File: src/rtl/tmr_pkg.sv
package tmr_pkg;
   typedef enum logic [1:0] {
      OFS_CNT_LO = 2'd0,
      OFS_CNT_HI = 2'd1,
      OFS_RLD_LO = 2'd2,
      OFS_RLD_HI = 2'd3
   } tmr_ofs_e;
endpackage

File: src/rtl/tmr_bus.sv
module tmr_bus
   import tmr_pkg::*;
#(
   parameter int DATA_W = 8,
   parameter int NBYTES = 2,
   localparam int CNT_W = DATA_W * NBYTES
) (
   input  logic              clk,
   input  logic              rst_n,
   input  logic              cs,
   input  logic              wr_en,
   input  logic              rd_en,
   input  logic [1:0]        addr,
   input  logic [CNT_W-1:0]  cnt,
   input  logic [CNT_W-1:0]  rld,
   output logic [NBYTES-1:0] byte_we,
   output logic              load,
   output logic [DATA_W-1:0] rdata,
   output logic              flag_clr
);
   logic wr_acc, rd_acc, clr_nxt;
   logic [DATA_W-1:0] rd_mux;
   tmr_ofs_e ofs;

   assign ofs    = tmr_ofs_e'(addr);
   assign wr_acc = cs & wr_en;
   assign rd_acc = cs & rd_en & ~wr_en;

   assign byte_we[0] = wr_acc & ((ofs == OFS_CNT_LO) | (ofs == OFS_RLD_LO));
   assign byte_we[1] = wr_acc & ((ofs == OFS_CNT_HI) | (ofs == OFS_RLD_HI));
   assign load       = wr_acc & (ofs == OFS_CNT_HI);
   assign clr_nxt    = (wr_acc & ((ofs == OFS_CNT_HI) | (ofs == OFS_RLD_HI)))
                     | (rd_acc & (ofs == OFS_CNT_LO));

   always_comb begin
      unique case (ofs)
         OFS_CNT_LO: rd_mux = cnt[DATA_W-1:0];
         OFS_CNT_HI: rd_mux = cnt[CNT_W-1:DATA_W];
         OFS_RLD_LO: rd_mux = rld[DATA_W-1:0];
         default:    rd_mux = rld[CNT_W-1:DATA_W];
      endcase
   end

   always_ff @(posedge clk) begin
      if (!rst_n) begin
         rdata    <= '0;
         flag_clr <= 1'b0;
      end else begin
         flag_clr <= clr_nxt;
         if (rd_acc) rdata <= rd_mux;
      end
   end

   assert_clr_on_low_read_R5: assert property (@(posedge clk) disable iff (!rst_n)
      (cs && rd_en && !wr_en && addr == 2'd0) |=> flag_clr);
   assert_quiet_high_read_R5: assert property (@(posedge clk) disable iff (!rst_n)
      (cs && rd_en && !wr_en && addr == 2'd1) |=> !flag_clr);
endmodule

File: src/rtl/tmr_reload.sv
module tmr_reload #(
   parameter int DATA_W = 8,
   parameter int NBYTES = 2,
   localparam int CNT_W = DATA_W * NBYTES,
   parameter logic [CNT_W-1:0] RLD_INIT = '1
) (
   input  logic              clk,
   input  logic              rst_n,
   input  logic [NBYTES-1:0] byte_we,
   input  logic [DATA_W-1:0] wdata,
   output logic [CNT_W-1:0]  rld
);
   for (genvar b = 0; b < NBYTES; b++) begin : g_byte
      always_ff @(posedge clk) begin
         if (!rst_n)          rld[b*DATA_W +: DATA_W] <= RLD_INIT[b*DATA_W +: DATA_W];
         else if (byte_we[b]) rld[b*DATA_W +: DATA_W] <= wdata;
      end
   end

   assert_reload_hold_R2: assert property (@(posedge clk) disable iff (!rst_n)
      (byte_we == '0) |=> $stable(rld));
endmodule

File: src/rtl/tmr_count.sv
module tmr_count #(
   parameter int CNT_W = 16
) (
   input  logic             clk,
   input  logic             rst_n,
   input  logic             tick,
   input  logic             load,
   input  logic [CNT_W-1:0] load_val,
   input  logic [CNT_W-1:0] rld,
   input  logic             free_run,
   output logic [CNT_W-1:0] cnt,
   output logic             fire
);
   logic running, armed, pend;

   always_ff @(posedge clk) begin
      if (!rst_n) begin
         cnt     <= '0;
         running <= 1'b0;
         armed   <= 1'b0;
         pend    <= 1'b0;
         fire    <= 1'b0;
      end else if (load) begin
         cnt     <= load_val;
         running <= 1'b1;
         armed   <= 1'b1;
         pend    <= 1'b0;
         fire    <= 1'b0;
      end else begin
         fire <= 1'b0;
         if (running && tick) begin
            if (pend) begin
               fire <= 1'b1;
               pend <= 1'b0;
               if (free_run) begin
                  cnt <= rld;
               end else begin
                  cnt   <= cnt - CNT_W'(1);
                  armed <= 1'b0;
               end
            end else begin
               cnt <= cnt - CNT_W'(1);
               if (armed && cnt == '0) pend <= 1'b1;
            end
         end
      end
   end

   assert_load_R3: assert property (@(posedge clk) disable iff (!rst_n)
      load |=> (cnt == $past(load_val)));
   assert_step_R7: assert property (@(posedge clk) disable iff (!rst_n)
      (running && tick && !load && !pend) |=> (cnt == $past(cnt) - CNT_W'(1)));
   assert_hold_R7: assert property (@(posedge clk) disable iff (!rst_n)
      (!tick && !load) |=> $stable(cnt));
   assert_pulse_gap_R8: assert property (@(posedge clk) disable iff (!rst_n)
      fire |=> !fire);
   assert_oneshot_R9: assert property (@(posedge clk) disable iff (!rst_n)
      (running && tick && pend && !free_run && !load) |=> !armed);
   assert_stopped_R1: assert property (@(posedge clk) disable iff (!rst_n)
      !running |-> (!pend && !fire));
endmodule

File: src/rtl/ivl_timer.sv
module ivl_timer #(
   parameter int DATA_W  = 8,
   parameter int AUX_W   = 8,
   parameter int RUN_BIT = 6,
   localparam int NBYTES = 2,
   localparam int CNT_W  = DATA_W * NBYTES
) (
   input  logic              clk,
   input  logic              rst_n,
   input  logic              tick_en,
   input  logic              cs,
   input  logic              wr_en,
   input  logic              rd_en,
   input  logic [1:0]        addr,
   input  logic [DATA_W-1:0] wdata,
   output logic [DATA_W-1:0] rdata,
   input  logic [AUX_W-1:0]  aux_ctrl,
   output logic              flag_set,
   output logic              flag_clr
);
   if (RUN_BIT >= AUX_W) begin : g_bad_runbit
      $error("RUN_BIT must index into aux_ctrl");
   end
   if (DATA_W < 1) begin : g_bad_width
      $error("DATA_W must be positive");
   end

   logic [NBYTES-1:0] byte_we;
   logic              load;
   logic [CNT_W-1:0]  cnt, rld, load_val;
   logic              free_run;
   logic              aux_unused;

   assign free_run   = aux_ctrl[RUN_BIT];
   assign aux_unused = ^aux_ctrl;
   assign load_val   = {wdata, rld[DATA_W-1:0]};

   tmr_bus #(.DATA_W(DATA_W), .NBYTES(NBYTES)) u_bus (
      .clk(clk), .rst_n(rst_n), .cs(cs), .wr_en(wr_en), .rd_en(rd_en),
      .addr(addr), .cnt(cnt), .rld(rld), .byte_we(byte_we), .load(load),
      .rdata(rdata), .flag_clr(flag_clr)
   );

   tmr_reload #(.DATA_W(DATA_W), .NBYTES(NBYTES)) u_rld (
      .clk(clk), .rst_n(rst_n), .byte_we(byte_we), .wdata(wdata), .rld(rld)
   );

   tmr_count #(.CNT_W(CNT_W)) u_cnt (
      .clk(clk), .rst_n(rst_n), .tick(tick_en), .load(load),
      .load_val(load_val), .rld(rld), .free_run(free_run),
      .cnt(cnt), .fire(flag_set)
   );
endmodule

File: config.mk
export PLATFORM = sky130hd
export DESIGN_NAME = ivl_timer
export DESIGN_NICKNAME = d
export VERILOG_FILES = /design/src/rtl/tmr_pkg.sv /design/src/rtl/tmr_bus.sv /design/src/rtl/tmr_reload.sv /design/src/rtl/tmr_count.sv /design/src/rtl/ivl_timer.sv
export SDC_FILE = /design/constraint.sdc
export NUM_CORES = 1
export LEC_CHECK = 0
export BUFFER_PORTS_ARGS = -buffer_cell sky130_fd_sc_hd__buf_2
export CORE_ASPECT_RATIO = 0.7
export CORE_MARGIN = 2
export CORE_UTILIZATION = 55
export DETAILED_ROUTE_END_ITERATION = 6
export PLACE_DENSITY = 0.82
export SLEW_MARGIN = 20
export SYNTH_ARGS = -nofsm -noshare
export SYNTH_HDL_FRONTEND = slang
export SYNTH_SLANG_ARGS = --single-unit
File: constraint.sdc
create_clock -name clk -period 2 [get_ports clk]
set_clock_uncertainty 0.05 [all_clocks]
set_input_delay 0.4 -clock clk [delete_from_list [all_inputs] [get_ports clk]]
set_output_delay 0.4 -clock clk [all_outputs]
set_load 0.1 [all_outputs]
-- Word-level counts from Yosys, hierarchy flattened
Cells that the tools add are included.
- logic and storage cells: 48
- input bits: 24
- output and inout port bits: 10
- register bits after elaboration: 45
- add/subtract/negate cells: 1
- reduce and logical (&&, ||, !) cells: 9
- bitwise operators: 13
- mux-type cells: 12
- eq/ne operators: 4
- operators by type and width (cell ; count):
    16-bit 2-to-1 mux ; 4
    8-bit one-hot mux with 3 select lines ; 1
    16-bit zero test ; 1
    16-bit by 1-bit subtractor with 16-bit output, second input constant ; 1
    1-bit AND ; 7
    1-bit 2-to-1 mux ; 7
    2-bit == test, second input constant ; 2
    2-bit nonzero test ; 2
    1-bit inverter ; 3
    1-bit bitwise OR ; 3
    3-bit AND reduction ; 1
    3-bit OR reduction ; 1
    2-bit by 1-bit == test with 1-bit output, second input constant ; 1
    1-bit logical AND ; 2
    2-bit zero test ; 1
    2-bit by 1-bit != test with 1-bit output, second input constant ; 1
    2-bit OR reduction ; 1

-- Longest topological paths before layout
Gate-level depths: netlist of the first run.
- depth in word-level cells: 5
- depth in mapped cells: 8

-- By module
A second synthesis of the first run with hierarchy kept.
- cells, all modules: 277
- area, all modules: 2536.2 um^2
- by module, submodules not included (module ; instances ; cells each ; area an instance (um^2)):
    tmr_count ; 1 ; 177 ; 1378.8
    tmr_bus ; 1 ; 48 ; 581.8
    tmr_reload ; 1 ; 52 ; 575.6

-- Least setup slack after synthesis of the first run
No wires, ideal clock.
- path type: reg-to-reg
- start: register u_cnt.cnt[0]
- end: register u_cnt.cnt[12]
- arrival time: 1.664 ns
- buffers on the path: 0
- required time: 1.876 ns
- path slack: 0.212 ns
- clock period less this slack: 1.788 ns
- stages on the path, launching flop included: 8
- setup time: 0.074 ns
- cell sequence: dfxtp_1 -> inv_1 -> ha_1 -> nor4b_4 -> nand4b_1 -> xor2_1 -> a2111o_1 -> a31oi_1
- longest elaborated chain between the ends: 5
- ends and longest elaborated chain (element ; line ; text):
    start, declared ; tmr_count.sv:11 ; output logic [CNT_W-1:0] cnt,
    start signal, assigned ; tmr_count.sv:24 ; cnt <= load_val;
    start signal, assigned ; tmr_count.sv:36 ; cnt <= rld;
    start signal, assigned ; tmr_count.sv:38 ; cnt <= cnt - CNT_W'(1);
    16-bit by 1-bit subtractor with 16-bit output (*) ; tmr_count.sv:38, tmr_count.sv:42 ;
    16-bit 2-to-1 mux ; tmr_count.sv:35 ; if (free_run) begin
    16-bit 2-to-1 mux (*) ; tmr_count.sv:32 ; if (pend) begin
    16-bit 2-to-1 mux (*) ; tmr_count.sv:31 ; if (running && tick) begin
    16-bit 2-to-1 mux (*) ; tmr_count.sv:23 ; end else if (load) begin
Every way passes the cells marked *; elsewhere a longest branch is shown, timed or not. The select of a mux whose other input is x is not followed.
A chain may end at the register's enable or synchronous reset.

-- Worst setup path in the final report of the first run
Ends and elaborated chain as after synthesis.

==> results of run 1 <==
## flip-flops by register name, indices dropped and copies added (netlist names)
name            count
u_cnt.cnt          16
u_rld.rld          16
u_bus.rdata         8
u_bus.flag_clr      1
u_cnt.armed         1
u_cnt.fire          1
u_cnt.pend          1
u_cnt.running       1
## power by group through the flow
stage / sequential, mW / clock (mW) / combinational [mW]
2_1_floorplan: 1.04 / 0 / 0.283
4_1_cts: 0.983 / 0.843 / 0.429
3_5_place_dp: 1.00 / 0 / 0.426
6_report: 0.987 / 0.825 / 0.440
3_3_place_gp: 1.00 / 0 / 0.418
5_1_grt: 0.992 / 0.870 / 0.480
## per-stage QoR
step	cell area [um^2]	util [%]	std cells
3_5_place_dp	2600	64.4	364
5_1_grt	2750	68.0	372
3_3_place_gp	2600	64.4	364
6_report	2750	68.0	372
2_1_floorplan	2380	-	288
4_1_cts	2740	67.8	372
## cells by family after synthesis
group	after synthesis	share of synthesized area (%)
buf+inv	22	4.58
xor+xnor	2	0.737
flops	45	37.9
mux	11	9.06
fa+ha+maj	1	0.527
simple gates	141	29.2
compound gates	66	18.0
## tightest hold or removal path, delay by kind of cell
| kind | cells | cell delay [ns] |
|---|---|---|
| and+or+nand+nor | 2 | 0.11 |
| buffers and inverters | 1 | 0.10 |
## placed cells by master (no fill, tap or decap), types with 2 or more instances in the layout
cell type / instances
nand2_1: 69
dfxtp_1: 44
buf_2: 26
a21oi_1: 23
nand3_1: 21
nor2_1: 16
buf_4: 16
o21ai_0: 8
nor3_1: 7
mux4_2: 7
clkbuf_8: 5
a31oi_1: 4
or3_1: 4
nand4_1: 4
o22ai_1: 4
inv_1: 3
o21ai_1: 3
o211ai_1: 3
nor4_1: 3
nand4b_1: 2
xor2_1: 2
and2_1: 2
mux2i_1: 2
o22a_1: 2
o221a_1: 2
a22o_1: 2
a22oi_1: 2
a21o_1: 2
bufinv_16: 2
## layer usage
metal	wire, um	up-vias
met3	677	17
met4	134	0
met5	0	-
met1	2870	1084
li1	-	1106
met2	2720	132
## layout make-up
class | count | area [um^2] | area share, %
clock buffer | 5 | 68.8 | 2.50
clock inverter | 3 | 68.8 | 2.50
inverter | 3 | 11.3 | 0.409
multi-input combinational | 221 | 1370 | 49.9
sequential | 45 | 902 | 32.8
tap | 52 | 65.1 | 2.37
timing repair buffer | 43 | 262 | 9.51
## repair_timing
item	4_1_cts	5_1_grt
resized for setup	0	4
endpoints found under the setup margin	0	2
setup buffers	0	0
## worst paths after layout
| kind | start | end |
|---|---|---|
| max | u_cnt.cnt[0]$_SDFFE_PN0P_ | u_cnt.cnt[12]$_SDFFE_PN0P_ |
| min | wdata[2] | u_rld.rld[10]$_SDFFE_PN1P_ |
| max reg2reg | u_cnt.cnt[0]$_SDFFE_PN0P_ | u_cnt.cnt[12]$_SDFFE_PN0P_ |
| min reg2reg | u_bus.rdata[0]$_SDFFE_PN0P_ | u_bus.rdata[0]$_SDFFE_PN0P_ |
==> load_flow_metrics.sql, run 1 <==
INSERT INTO impl_metrics (metric_group, metric, value, unit) VALUES
('critical_path', 'cp-end-kind', 'flip-flop', ''),
('global_route', 'grt_overflow_total', '0', ''),
('power_and_ir_drop', 'power.ir.vdd_worst', '0.540', 'mV'),
('sta', 'setup_tns', '0', 'ns'),
('cts', 'htreeDepth', '2', ''),
('sta', 'finalWorstPathRequiredPeriod', '1.97', 'ns'),
('job', 'cap_violations', '0', ''),
('cts', 'ctsHoldBuffers', '0', ''),
('critical_path', 'critical_path.startpoint_type', 'flip-flop', ''),
('sta', 'achievable-frequency', '507', 'MHz'),
('global_route', 'grt_max_degree', '26', ''),
('logic_synthesis', 'synth.top_cells.by_area', 'dfxtp_1 (38%), nand2_1 (11%), mux4_2 (6.6%), a21oi_1 (5.1%), nand3_1 (4.4%)', ''),
('floorplan', 'fp.dieW', '82.6', 'um'),
('place', 'gp_congestion', '0.944', ''),
('critical_path', 'critical_path_peak_fanout', '5', ''),
('critical_path', 'cp_slowest_stage_delay', '0.40', 'ns'),
('critical_path', 'worstRegToRegCells', '7', ''),
('cts', 'tritoncts_num_sinks', '45', ''),
('sta', 'timing.final.ws_setup', '0.0269', 'ns'),
('floorplan', 'fp-row-count', '19', ''),
('critical_path', 'path_depth', '7', ''),
('cells_and_area', 'insertedDiodeCount', '0', ''),
('place', 'placement.io_buffers', '26', ''),
('worst_hold_path', 'whs_path_depth', '3', ''),
('critical_path', 'worstPathArrival', '2.15', 'ns'),
('outcome', 'outcome', 'finished clean', ''),
('logic_synthesis', 'synth-edff-count', '0', ''),
('power_and_ir_drop', 'power.internal', '1.62', 'mW'),
('cts', 'clk_path_buf_depth', '2', ''),
('logic_synthesis', 'synth.cell_area', '0.00238', 'mm^2'),
('route', 'total_number_of_vias', '2339', ''),
('logic_synthesis', 'postSynthRegisterBits', '45', ''),
('logic_synthesis', 'yosys_warnings', '0', ''),
('global_route', 'globalRouteTotalUtil', '28.4', '%'),
('power_and_ir_drop', 'p_sw', '0.628', 'mW'),
('floorplan', 'io_pins', '34', ''),
('logic_synthesis', 'post-synth-top-area-fraction', '37.9', '%'),
('sta', 'period_share', '98.7', '%'),
('power_and_ir_drop', 'seq_power_share', '43.8', '%'),
('sta', 'maxSlewHeadroom', '66.2', '%'),
('global_route', 'groute.layer.met2.usage', '39.4', '%'),
('floorplan', 'fp.coreArea', '0.00404', 'mm^2'),
('cts', 'clk_latency', '0.31', 'ns'),
('logic_synthesis', 'syn_area_per_cell', '8.25', 'um^2'),
('route', 'drt_wl_total', '6400', 'um'),
('route', 'drt_pre_antenna_iters', '5', ''),
('cells_and_area', 'drive_above_1_share', '22.2', '%'),
('logic_synthesis', 'synth_top_cell_by_area', 'dfxtp_1', ''),
('critical_path', 'worstSetupPathType', 'flip-flop to flip-flop', ''),
('sta', 'max_slew.worst_pin.slew', '0.505', 'ns'),
('sta', 'hold_ws', '0.280', 'ns'),
('place', 'post-place-ws', '0.0949', 'ns'),
('cells_and_area', 'filler_cell_count', '323', ''),
('floorplan', 'die-area', '0.00487', 'mm^2'),
('sta', 'number_of_max_slew_violations_in_the_final_report', '0', ''),
('global_route', 'grt_util_met1', '42.9', '%'),
('route', 'drt_iter0_drc', '250', ''),
('cts', 'cts_inserted_buffers', '5', ''),
('worst_hold_path', 'worst_hold_path_type', 'input port to flip-flop', ''),
('logic_synthesis', 'ys_seq_area_share', '37.9', '%'),
('logic_synthesis', 'post_synth_num_cell_types', '54', ''),
('logic_synthesis', 'yosys.cell_count.top_type', 'nand2_1', ''),
('sta', 'timing_hold_violations_final', '0', ''),
('cts', 'clock_tree.root_cell', 'clkbuf_8', ''),
('critical_path', 'cp_slowest_cell', 'a2111o_1', ''),
('global_route', 'grt_pass1_vias', '2041', ''),
('cells_and_area', 'layout-area-overhead-vs-synth', '15.7', '%'),
('sta', 'setup-violations-final', '0', ''),
('route', 'detail_route.vias_per_cell', '6.29', ''),
('power_and_ir_drop', 'share_comb_of_total_power', '19.5', '%'),
('power_and_ir_drop', 'post-layout-total-power', '2.25', 'mW');
Note: power is estimated with default switching activity, not from simulation.
==> run 2: changes to the inputs <==
--- a/config.mk
+++ b/config.mk
@@ -10,8 +10,10 @@
 export CORE_MARGIN = 2
 export CORE_UTILIZATION = 55
 export DETAILED_ROUTE_END_ITERATION = 6
-export PLACE_DENSITY = 0.82
+export PLACE_DENSITY = 0.77
+export SETUP_SLACK_MARGIN = 0.5
 export SLEW_MARGIN = 20
 export SYNTH_ARGS = -nofsm -noshare
 export SYNTH_HDL_FRONTEND = slang
+export SYNTH_HIERARCHICAL = 1
 export SYNTH_SLANG_ARGS = --single-unit
==> run 2 against run 1 <==
Effect of this change: register-to-register slack better by 0.38 ns; largest power group unchanged; first-iteration DRC count up 14%; maximum frequency is 24% higher; critical path depth down 2; worst setup slack better by 0.38 ns; non-clock buffer count is 14 higher; sequential share of layout area shrank 2.7 points; hold slack gained 0.0055 ns; flip-flop and latch count did not move; synthesized cell count is 3.8% lower; critical path type unchanged; power shrank 9.6%; count of clock-buffer cells in the layout unchanged.
==> load_flow_metrics.sql, run 2 <==
INSERT INTO impl_metrics (metric_group, metric, value, unit) VALUES
('critical_path', 'cp-end-kind', 'flip-flop', ''),
('global_route', 'grt_pass1_wl', '10900', 'um'),
('floorplan', 'die-area', '0.00518', 'mm^2'),
('route', 'total_number_of_vias', '2406', ''),
('cells_and_area', 'layoutNonFillerInstCount', '374', ''),
('critical_path', 'timing.critical_path.required', '2.15', 'ns'),
('cells_and_area', 'layout.nets', '343', ''),
('power_and_ir_drop', 'power.ir.vdd_worst', '0.427', 'mV'),
('critical_path', 'startpoint', 'u_cnt/cnt[2]$_SDFFE_PN0P_', ''),
('sta', 'setup_tns', '0', 'ns'),
('logic_synthesis', 'count_of_mapped_cells_out_of_synthesis', '277', ''),
('global_route', 'globalRouteTotalUtil', '27.5', '%'),
('critical_path', 'worst-path-buf-inv', '1', ''),
('floorplan', 'fp.dieW', '85.2', 'um'),
('cts', 'clk_path_buf_depth', '2', ''),
('place', 'gp_congestion', '0.908', ''),
('logic_synthesis', 'ys_seq_area_share', '35.5', '%'),
('logic_synthesis', 'synth.cell_area', '0.00254', 'mm^2'),
('route', 'drt_iter0_drc', '284', ''),
('critical_path', 'worstPathArrival', '1.75', 'ns'),
('critical_path', 'reg2reg_from', 'u_cnt/cnt[2]$_SDFFE_PN0P_', ''),
('route', 'routed_wire_length_per_instance', '18.3', 'um'),
('global_route', 'grt_pass1_vias', '2190', ''),
('logic_synthesis', 'syn_area_per_cell', '9.16', 'um^2'),
('sta', 'period_share', '79.6', '%'),
('logic_synthesis', 'synth_simple_gate_area_share', '21.5', '%'),
('sta', 'maxSlewHeadroom', '76.3', '%'),
('cts', 'tritoncts_num_sinks', '45', ''),
('logic_synthesis', 'async_flop_share', '0', '%'),
('outcome', 'outcome', 'finished clean', ''),
('logic_synthesis', 'post-synth-top-area-fraction', '35.5', '%'),
('critical_path', 'r2r-end', 'u_cnt/cnt[15]$_SDFFE_PN0P_', ''),
('sta', 'max_slew.worst_pin.slew', '0.356', 'ns'),
('logic_synthesis', 'syn_nets', '302', ''),
('logic_synthesis', 'multiplexer_share_of_the_synthesized_area', '15.4', '%'),
('critical_path', 'setup.reg_to_reg.worst_slack', '0.41', 'ns'),
('cells_and_area', 'drive_above_1_share', '28.5', '%'),
('logic_synthesis', 'yosys_warnings', '6', ''),
('sta', 'achievable-frequency', '628', 'MHz'),
('cts', 'clock_tree.root_cell', 'clkbuf_8', ''),
('route', 'routed-wl-met2', '2910', 'um'),
('logic_synthesis', 'yosys.cell_count.top_type', 'dfxtp_1', ''),
('critical_path', 'path_depth', '5', ''),
('route', 'met3_wirelength', '609', 'um'),
('route', 'wl_met1', '3190', 'um'),
('logic_synthesis', 'post_synth_num_cell_types', '58', ''),
('cells_and_area', 'mostFrequentLayoutCells', 'nand2_1 (40), buf_4 (38), dfxtp_1 (37), mux2i_1 (18), buf_2 (16)', ''),
('place', 'dp_cells', '353', ''),
('sta', 'finalWorstPathRequiredPeriod', '1.59', 'ns'),
('cts', 'cts_inserted_buffers', '5', ''),
('logic_synthesis', 'netlist_top_cells_count', 'dfxtp_1 (45), nand2_1 (41), mux2i_1 (18)', ''),
('critical_path', 'critical_path_peak_fanout', '6', ''),
('power_and_ir_drop', 'power-per-cell-area', '668', 'mW/mm^2'),
('floorplan', 'initial_core_utilization', '57.9', '%'),
('cts', 'tritoncts', 'done', ''),
('route', 'highest_layer', 'met4', ''),
('cells_and_area', 'layout-area-overhead-vs-synth', '20.2', '%'),
('route', 'route.detailed.drc', '0', ''),
('critical_path', 'worstRegToRegCells', '5', ''),
('logic_synthesis', 'synth.top_cells.by_area', 'dfxtp_1 (36%), mux4_1 (8.3%), mux2i_1 (7.1%), nand2_1 (6.1%), o21ai_0 (3.0%)', ''),
('worst_hold_path', 'worst_hold_path_type', 'input port to flip-flop', ''),
('logic_synthesis', 'postSynthRegisterBits', '45', ''),
('cells_and_area', 'biggestRegsByFlops', 'u_cnt/cnt (16), u_rld/rld (16), u_bus/rdata (8)', ''),
('route', 'drt_wl_total', '6830', 'um'),
('sta', 'setup-violations-final', '0', ''),
('floorplan', 'fp.coreArea', '0.00438', 'mm^2'),
('route', 'antenna_violating_nets_post_route', '0', ''),
('sta', 'number_of_max_slew_violations_in_the_final_report', '0', ''),
('cells_and_area', 'layout_commonest_cell', 'nand2_1', ''),
('job', 'cap_violations', '0', ''),
('cts', 'path_clk_slew', '0.09', 'ns'),
('critical_path', 'crit_chain', 'nor4_4 -> buf_6 -> nand2_4 -> o311a_1 -> a221o_1', ''),
('cells_and_area', 'insertedDiodeCount', '0', ''),
('cts', 'htreeDepth', '2', ''),
('logic_synthesis', 'synth_top_cell_by_area', 'dfxtp_1', ''),
('logic_synthesis', 'dominantRegCellSynth', 'dfxtp_1', ''),
('place', 'placement.io_buffers', '26', ''),
('floorplan', 'fp-row-count', '20', ''),
('floorplan', 'io_pins', '34', ''),
('critical_path', 'critPathTopFamily', 'compound AO/OA/AOI/OAI gates', ''),
('critical_path', 'cp_slowest_cell', 'dfxtp_4', ''),
('global_route', 'grt_overflow_total', '0', ''),
('global_route', 'antenna_violations_before_repair', '0', ''),
('critical_path', 'worstSetupPathType', 'flip-flop to flip-flop', ''),
('power_and_ir_drop', 'power.static_leakage', '1.22', 'nW'),
('route', 'detail_route.vias_per_cell', '6.43', ''),
('cts', 'clk_latency', '0.31', 'ns'),
('place', 'detailed_place_hpwl', '4610', 'um'),
('sta', 'rsz0062_at_grt', 'true', ''),
('floorplan', 'floorplan.die.height', '60.8', 'um'),
('route', 'drt_pre_antenna_iters', '5', ''),
('critical_path', 'cp_slowest_stage_delay', '0.36', 'ns'),
('logic_synthesis', 'adder_and_majority_cell_fraction_of_the_synthesized_area', '0.493', '%'),
('logic_synthesis', 'post_synth_xor_area_fraction', '1.04', '%'),
('logic_synthesis', 'synth-edff-count', '0', ''),
('critical_path', 'critical_path.startpoint_type', 'flip-flop', ''),
('sta', 'timing_hold_violations_final', '0', ''),
('logic_synthesis', 'synth-compound-area-share', '20.6', '%'),
('critical_path', 'cp-endpoint', 'u_cnt/cnt[15]$_SDFFE_PN0P_', ''),
('global_route', 'grt_max_degree', '19', ''),
('logic_synthesis', 'synth_top_family_by_area', 'simple AND/OR/NAND/NOR gates', '');
run 2: cell type report:
class / instances / area, um^2
Timing Repair Buffer: 57 / 392
Multi-Input combinational cell: 205 / 1560
Fill cell: 351 / 1330
Sequential cell: 45 / 918
Clock inverter: 3 / 21.3
Inverter: 4 / 15.0
Clock buffer: 5 / 68.8
Tap cell: 55 / 68.8
run 2: per-layer routing:
layer / vias to the layer above / track usage, %
li1: 1118 / -
met1: 1151 / 38.5
met2: 125 / 43.1
met3: 12 / 5.44
met4: 0 / 9.98
met5: - / 0
run 2: through the flow:
step	util (%)	hold slack, ns	power [mW]	worst slack, ns	area [um^2]
floorplan	-	0.405	1.30	0.366	2590
global placement	63.3	0.394	1.39	0.142	2770
detailed placement	63.3	0.401	1.40	0.118	2770
CTS	69.2	0.286	2.02	0.413	3030
global route	69.6	0.295	2.11	0.337	3050
finish	69.6	0.285	2.04	0.407	3050
run 2: logic make-up (layout without fill, tap and decap cells):
group,Yosys count,in the layout
AOI/OAI and AO/OA,73,73
xor gates and xnor gates,3,3
adders and majority gates,1,1
buffers and inverters,27,69
DFF,45,45
muxes,26,26
and+or+nand+nor,102,102
run 2: worst min-delay path by stage:
stage	cells past startpoint	slack [ns]	startpoint	endpoint
finish	3	0.29	wdata[2]	u_rld/rld[2]$_SDFFE_PN1P_
global route	3	0.30	wdata[2]	u_rld/rld[10]$_SDFFE_PN1P_
CTS	3	0.29	wdata[0]	u_rld/rld[8]$_SDFFE_PN1P_
detailed placement	2	0.40	u_bus/rdata[1]$_SDFFE_PN0P_	u_bus/rdata[1]$_SDFFE_PN0P_
global placement	2	0.39	u_bus/rdata[1]$_SDFFE_PN0P_	u_bus/rdata[1]$_SDFFE_PN0P_
floorplan	2	0.41	u_rld/rld[12]$_SDFFE_PN1P_	u_rld/rld[12]$_SDFFE_PN1P_
run 2: what timing repair did:
action / in CTS / in global routing
setup endpoints to repair: 24 / 15
hold buffers: 0 / 0
setup buffers: 13 / 0
gates resized for setup: 28 / 6
pin swaps: 5 / 6
run 2: where the power goes:
group	switching, mW	leakage [nW]	internal [mW]
clock	0.336	0.0445	0.248
sequential	0.0366	0.371	0.928
combinational	0.261	0.800	0.226
run 2: worst min-delay path, delay by kind of cell:
family | cells | cell delay, ns
buffers and inverters | 1 | 0.10
muxes | 1 | 0.07
and+or+nand+nor | 1 | 0.06
==> run 3: changes to the inputs <==
--- a/config.mk
+++ b/config.mk
@@ -8,9 +8,9 @@
 export BUFFER_PORTS_ARGS = -buffer_cell sky130_fd_sc_hd__buf_2
 export CORE_ASPECT_RATIO = 0.7
 export CORE_MARGIN = 2
-export CORE_UTILIZATION = 55
+export CORE_UTILIZATION = 52
 export DETAILED_ROUTE_END_ITERATION = 6
-export PLACE_DENSITY = 0.77
+export PLACE_DENSITY = 0.76
 export SETUP_SLACK_MARGIN = 0.5
 export SLEW_MARGIN = 20
 export SYNTH_ARGS = -nofsm -noshare
==> constraint.sdc (replaced) <==
create_clock -name clk -period 1.45 [get_ports clk]
set_clock_uncertainty 0.05 [all_clocks]
set_input_delay 0.29 -clock clk [delete_from_list [all_inputs] [get_ports clk]]
set_output_delay 0.29 -clock clk [all_outputs]
set_load 0.1 [all_outputs]
==> run 3 against run 2 <==
Effect of this change: global-route usage rose by 9.4 points; largest power group unchanged; routed wire length rose by 58%; first-iteration DRC count rose by 16%; combinational power rose by 110%; design area rose by 33%; largest cell class unchanged; the flow now finishes with violations (setup timing); power rose by 65%; maximum frequency fell by 7.0%; utilization rose by 16 points; worst setup slack got worse by 0.67 ns; highest routed layer unchanged.
==> load_flow_metrics.sql, run 3 (synthesized netlist as in run 2, its figures left out) <==
INSERT INTO impl_metrics (metric_group, metric, value, unit) VALUES
('floorplan', 'initial_core_utilization', '53.6', '%'),
('floorplan', 'fp.dieW', '87.5', 'um'),
('cts', 'tritoncts_num_sinks', '45', ''),
('sta', 'timing.final.ws_setup', '-0.262', 'ns'),
('global_route', 'grt_overflow_total', '0', ''),
('floorplan', 'fp-row-count', '21', ''),
('sta', 'setup-violations-final', '13', ''),
('cells_and_area', 'mostFrequentLayoutCells', 'buf_4 (62), nand2_1 (39), buf_6 (27), dfxtp_4 (19), dfxtp_1 (19)', ''),
('worst_hold_path', 'worst_hold_path_type', 'input port to flip-flop', ''),
('critical_path', 'critical_path_peak_fanout', '5', ''),
('cells_and_area', 'layout-area-overhead-vs-synth', '59.3', '%'),
('route', 'drt_wl_total', '10800', 'um'),
('critical_path', 'worstSetupPathType', 'flip-flop to flip-flop', ''),
('power_and_ir_drop', 'power-per-cell-area', '833', 'mW/mm^2'),
('cells_and_area', 'layout.cell_area.non_filler', '0.00404', 'mm^2'),
('power_and_ir_drop', 'power.ir.vdd_worst', '0.537', 'mV'),
('route', 'route.detailed.drc', '0', ''),
('cts', 'tritoncts', 'done', ''),
('critical_path', 'startpoint', 'u_cnt/cnt[6]$_SDFFE_PN0P_', ''),
('sta', 'number_of_max_slew_violations_in_the_final_report', '0', ''),
('route', 'drt_iter0_drc', '329', ''),
('global_route', 'grt_pass1_wl', '15200', 'um'),
('cells_and_area', 'insertedDiodeCount', '0', ''),
('sta', 'maxSlewHeadroom', '64.8', '%'),
('sta', 'rsz0062_at_grt', 'true', ''),
('cells_and_area', 'layout_commonest_cell', 'buf_4', ''),
('cts', 'htreeDepth', '2', ''),
('place', 'placement.io_buffers', '26', ''),
('power_and_ir_drop', 'power.static_leakage', '1.65', 'nW'),
('cells_and_area', 'drive_above_1_share', '53.5', '%'),
('floorplan', 'fp.coreArea', '0.00473', 'mm^2'),
('cells_and_area', 'biggestRegsByFlops', 'u_cnt/cnt (16), u_rld/rld (16), u_bus/rdata (8)', ''),
('critical_path', 'critical_path.startpoint_type', 'flip-flop', ''),
('route', 'drt_pre_antenna_iters', '5', ''),
('critical_path', 'timing.critical_path.required', '1.60', 'ns'),
('place', 'detailed_place_hpwl', '5520', 'um'),
('sta', 'timing_hold_violations_final', '0', ''),
('route', 'antenna_violating_nets_post_route', '0', ''),
('global_route', 'grt_max_degree', '15', ''),
('route', 'detail_route.vias_per_cell', '6.78', ''),
('critical_path', 'reg2reg_from', 'u_cnt/cnt[6]$_SDFFE_PN0P_', ''),
('floorplan', 'floorplan.die.height', '62.4', 'um'),
('route', 'total_number_of_vias', '2971', ''),
('cts', 'path_clk_slew', '0.09', 'ns'),
('cts', 'clk_path_buf_depth', '2', ''),
('place', 'dpl_cell_area', '0.00316', 'mm^2'),
('floorplan', 'die-area', '0.00546', 'mm^2'),
('sta', 'max_slew.worst_pin.slew', '0.527', 'ns'),
('sta', 'period_share', '118', '%'),
('global_route', 'grt_pass1_vias', '2926', ''),
('sta', 'achievable-frequency', '584', 'MHz'),
('outcome', 'violated_checks', 'setup timing', ''),
('outcome', 'outcome', 'finished with violations', ''),
('critical_path', 'cp-end-kind', 'flip-flop', ''),
('sta', 'finalWorstPathRequiredPeriod', '1.71', 'ns'),
('cts', 'clk_latency', '0.32', 'ns'),
('job', 'cap_violations', '0', ''),
('route', 'routed_wire_length_per_instance', '24.7', 'um'),
('cts', 'cts_inserted_buffers', '5', ''),
('worst_hold_path', 'min_from', 'wdata[6]', ''),
('place', 'gp_congestion', '0.943', ''),
('cells_and_area', 'layout.core_utilization', '85.4', '%'),
('critical_path', 'worstPathArrival', '1.87', 'ns'),
('cts', 'clock_tree.root_cell', 'clkbuf_8', ''),
('global_route', 'globalRouteTotalUtil', '36.9', '%'),
('global_route', 'antenna_violations_before_repair', '0', ''),
('cells_and_area', 'layout.nets', '405', ''),
('floorplan', 'io_pins', '34', '');
[run 3: what timing repair did]
| action | in CTS | in global routing |
|---|---|---|
| setup endpoints to repair | 47 | 45 |
| gates cloned | 2 | 0 |
| gates resized for setup | 124 | 23 |
| hold buffers | 0 | 0 |
| pin swaps | 30 | 20 |
| setup buffers | 16 | 15 |
[run 3: path summary, 6_finish.rpt]
path / end / slack [ns] / depth (start not counted)
hold / removal: u_rld/rld[14]$_SDFFE_PN1P_ / 0.15 / 3
setup / recovery: u_cnt/cnt[13]$_SDFFE_PN0P_ / -0.26 / 6
hold reg to reg: u_bus/rdata[1]$_SDFFE_PN0P_ / 0.46 / 2
setup reg to reg: u_cnt/cnt[13]$_SDFFE_PN0P_ / -0.26 / 6
[run 3: through the flow]
step / instances / hold WS (ns) / worst slack (ns) / TNS (ns) / power (mW)
after floorplan: 277 / 0.346 / -0.0887 / -0.394 / 1.80
after global placement: 397 / 0.416 / -0.232 / -1.88 / 2.00
after detailed placement: 397 / 0.422 / -0.259 / -2.31 / 2.01
after CTS: 423 / 0.140 / -0.161 / -0.811 / 3.14
after global routing: 438 / 0.155 / -0.298 / -2.31 / 3.45
final: 438 / 0.151 / -0.262 / -1.64 / 3.36
[run 3: power breakdown]
| group | internal [mW] | switching (mW) | leakage, nW |
|---|---|---|---|
| Sequential | 1.26 | 0.0585 | 0.384 |
| Clock | 0.518 | 0.492 | 0.0554 |
| Combinational | 0.514 | 0.519 | 1.21 |
| Total | 2.29 | 1.07 | 1.65 |
[run 3: final cells by class]
type                    count  area [um^2]
clock buffers               6         72.6
clock inverters             2         38.8
fillers                   234          691
inverters                   4         17.5
multi-input cells         205         1680
flip-flops and latches     45          981
well taps                  57         71.3
repair buffers            119         1170
[run 3: routing by layer]
| metal | vias up | wire [um] | track usage (%) |
|---|---|---|---|
| met5 | - | 0 | 0 |
| met4 | 0 | 743 | 22.3 |
| met3 | 83 | 1010 | 8.98 |
| met2 | 230 | 5070 | 59.9 |
| met1 | 1413 | 3980 | 43.8 |
| li1 | 1245 | - | - |
[run 3: critical path, stage by stage (launching register included)]
cell and delay, ns:
dfxtp_4 0.37, nor4_4 0.26, buf_4 0.19, buf_4 0.11
nand3b_1 0.10, or3_1 0.39, o311a_1 0.13
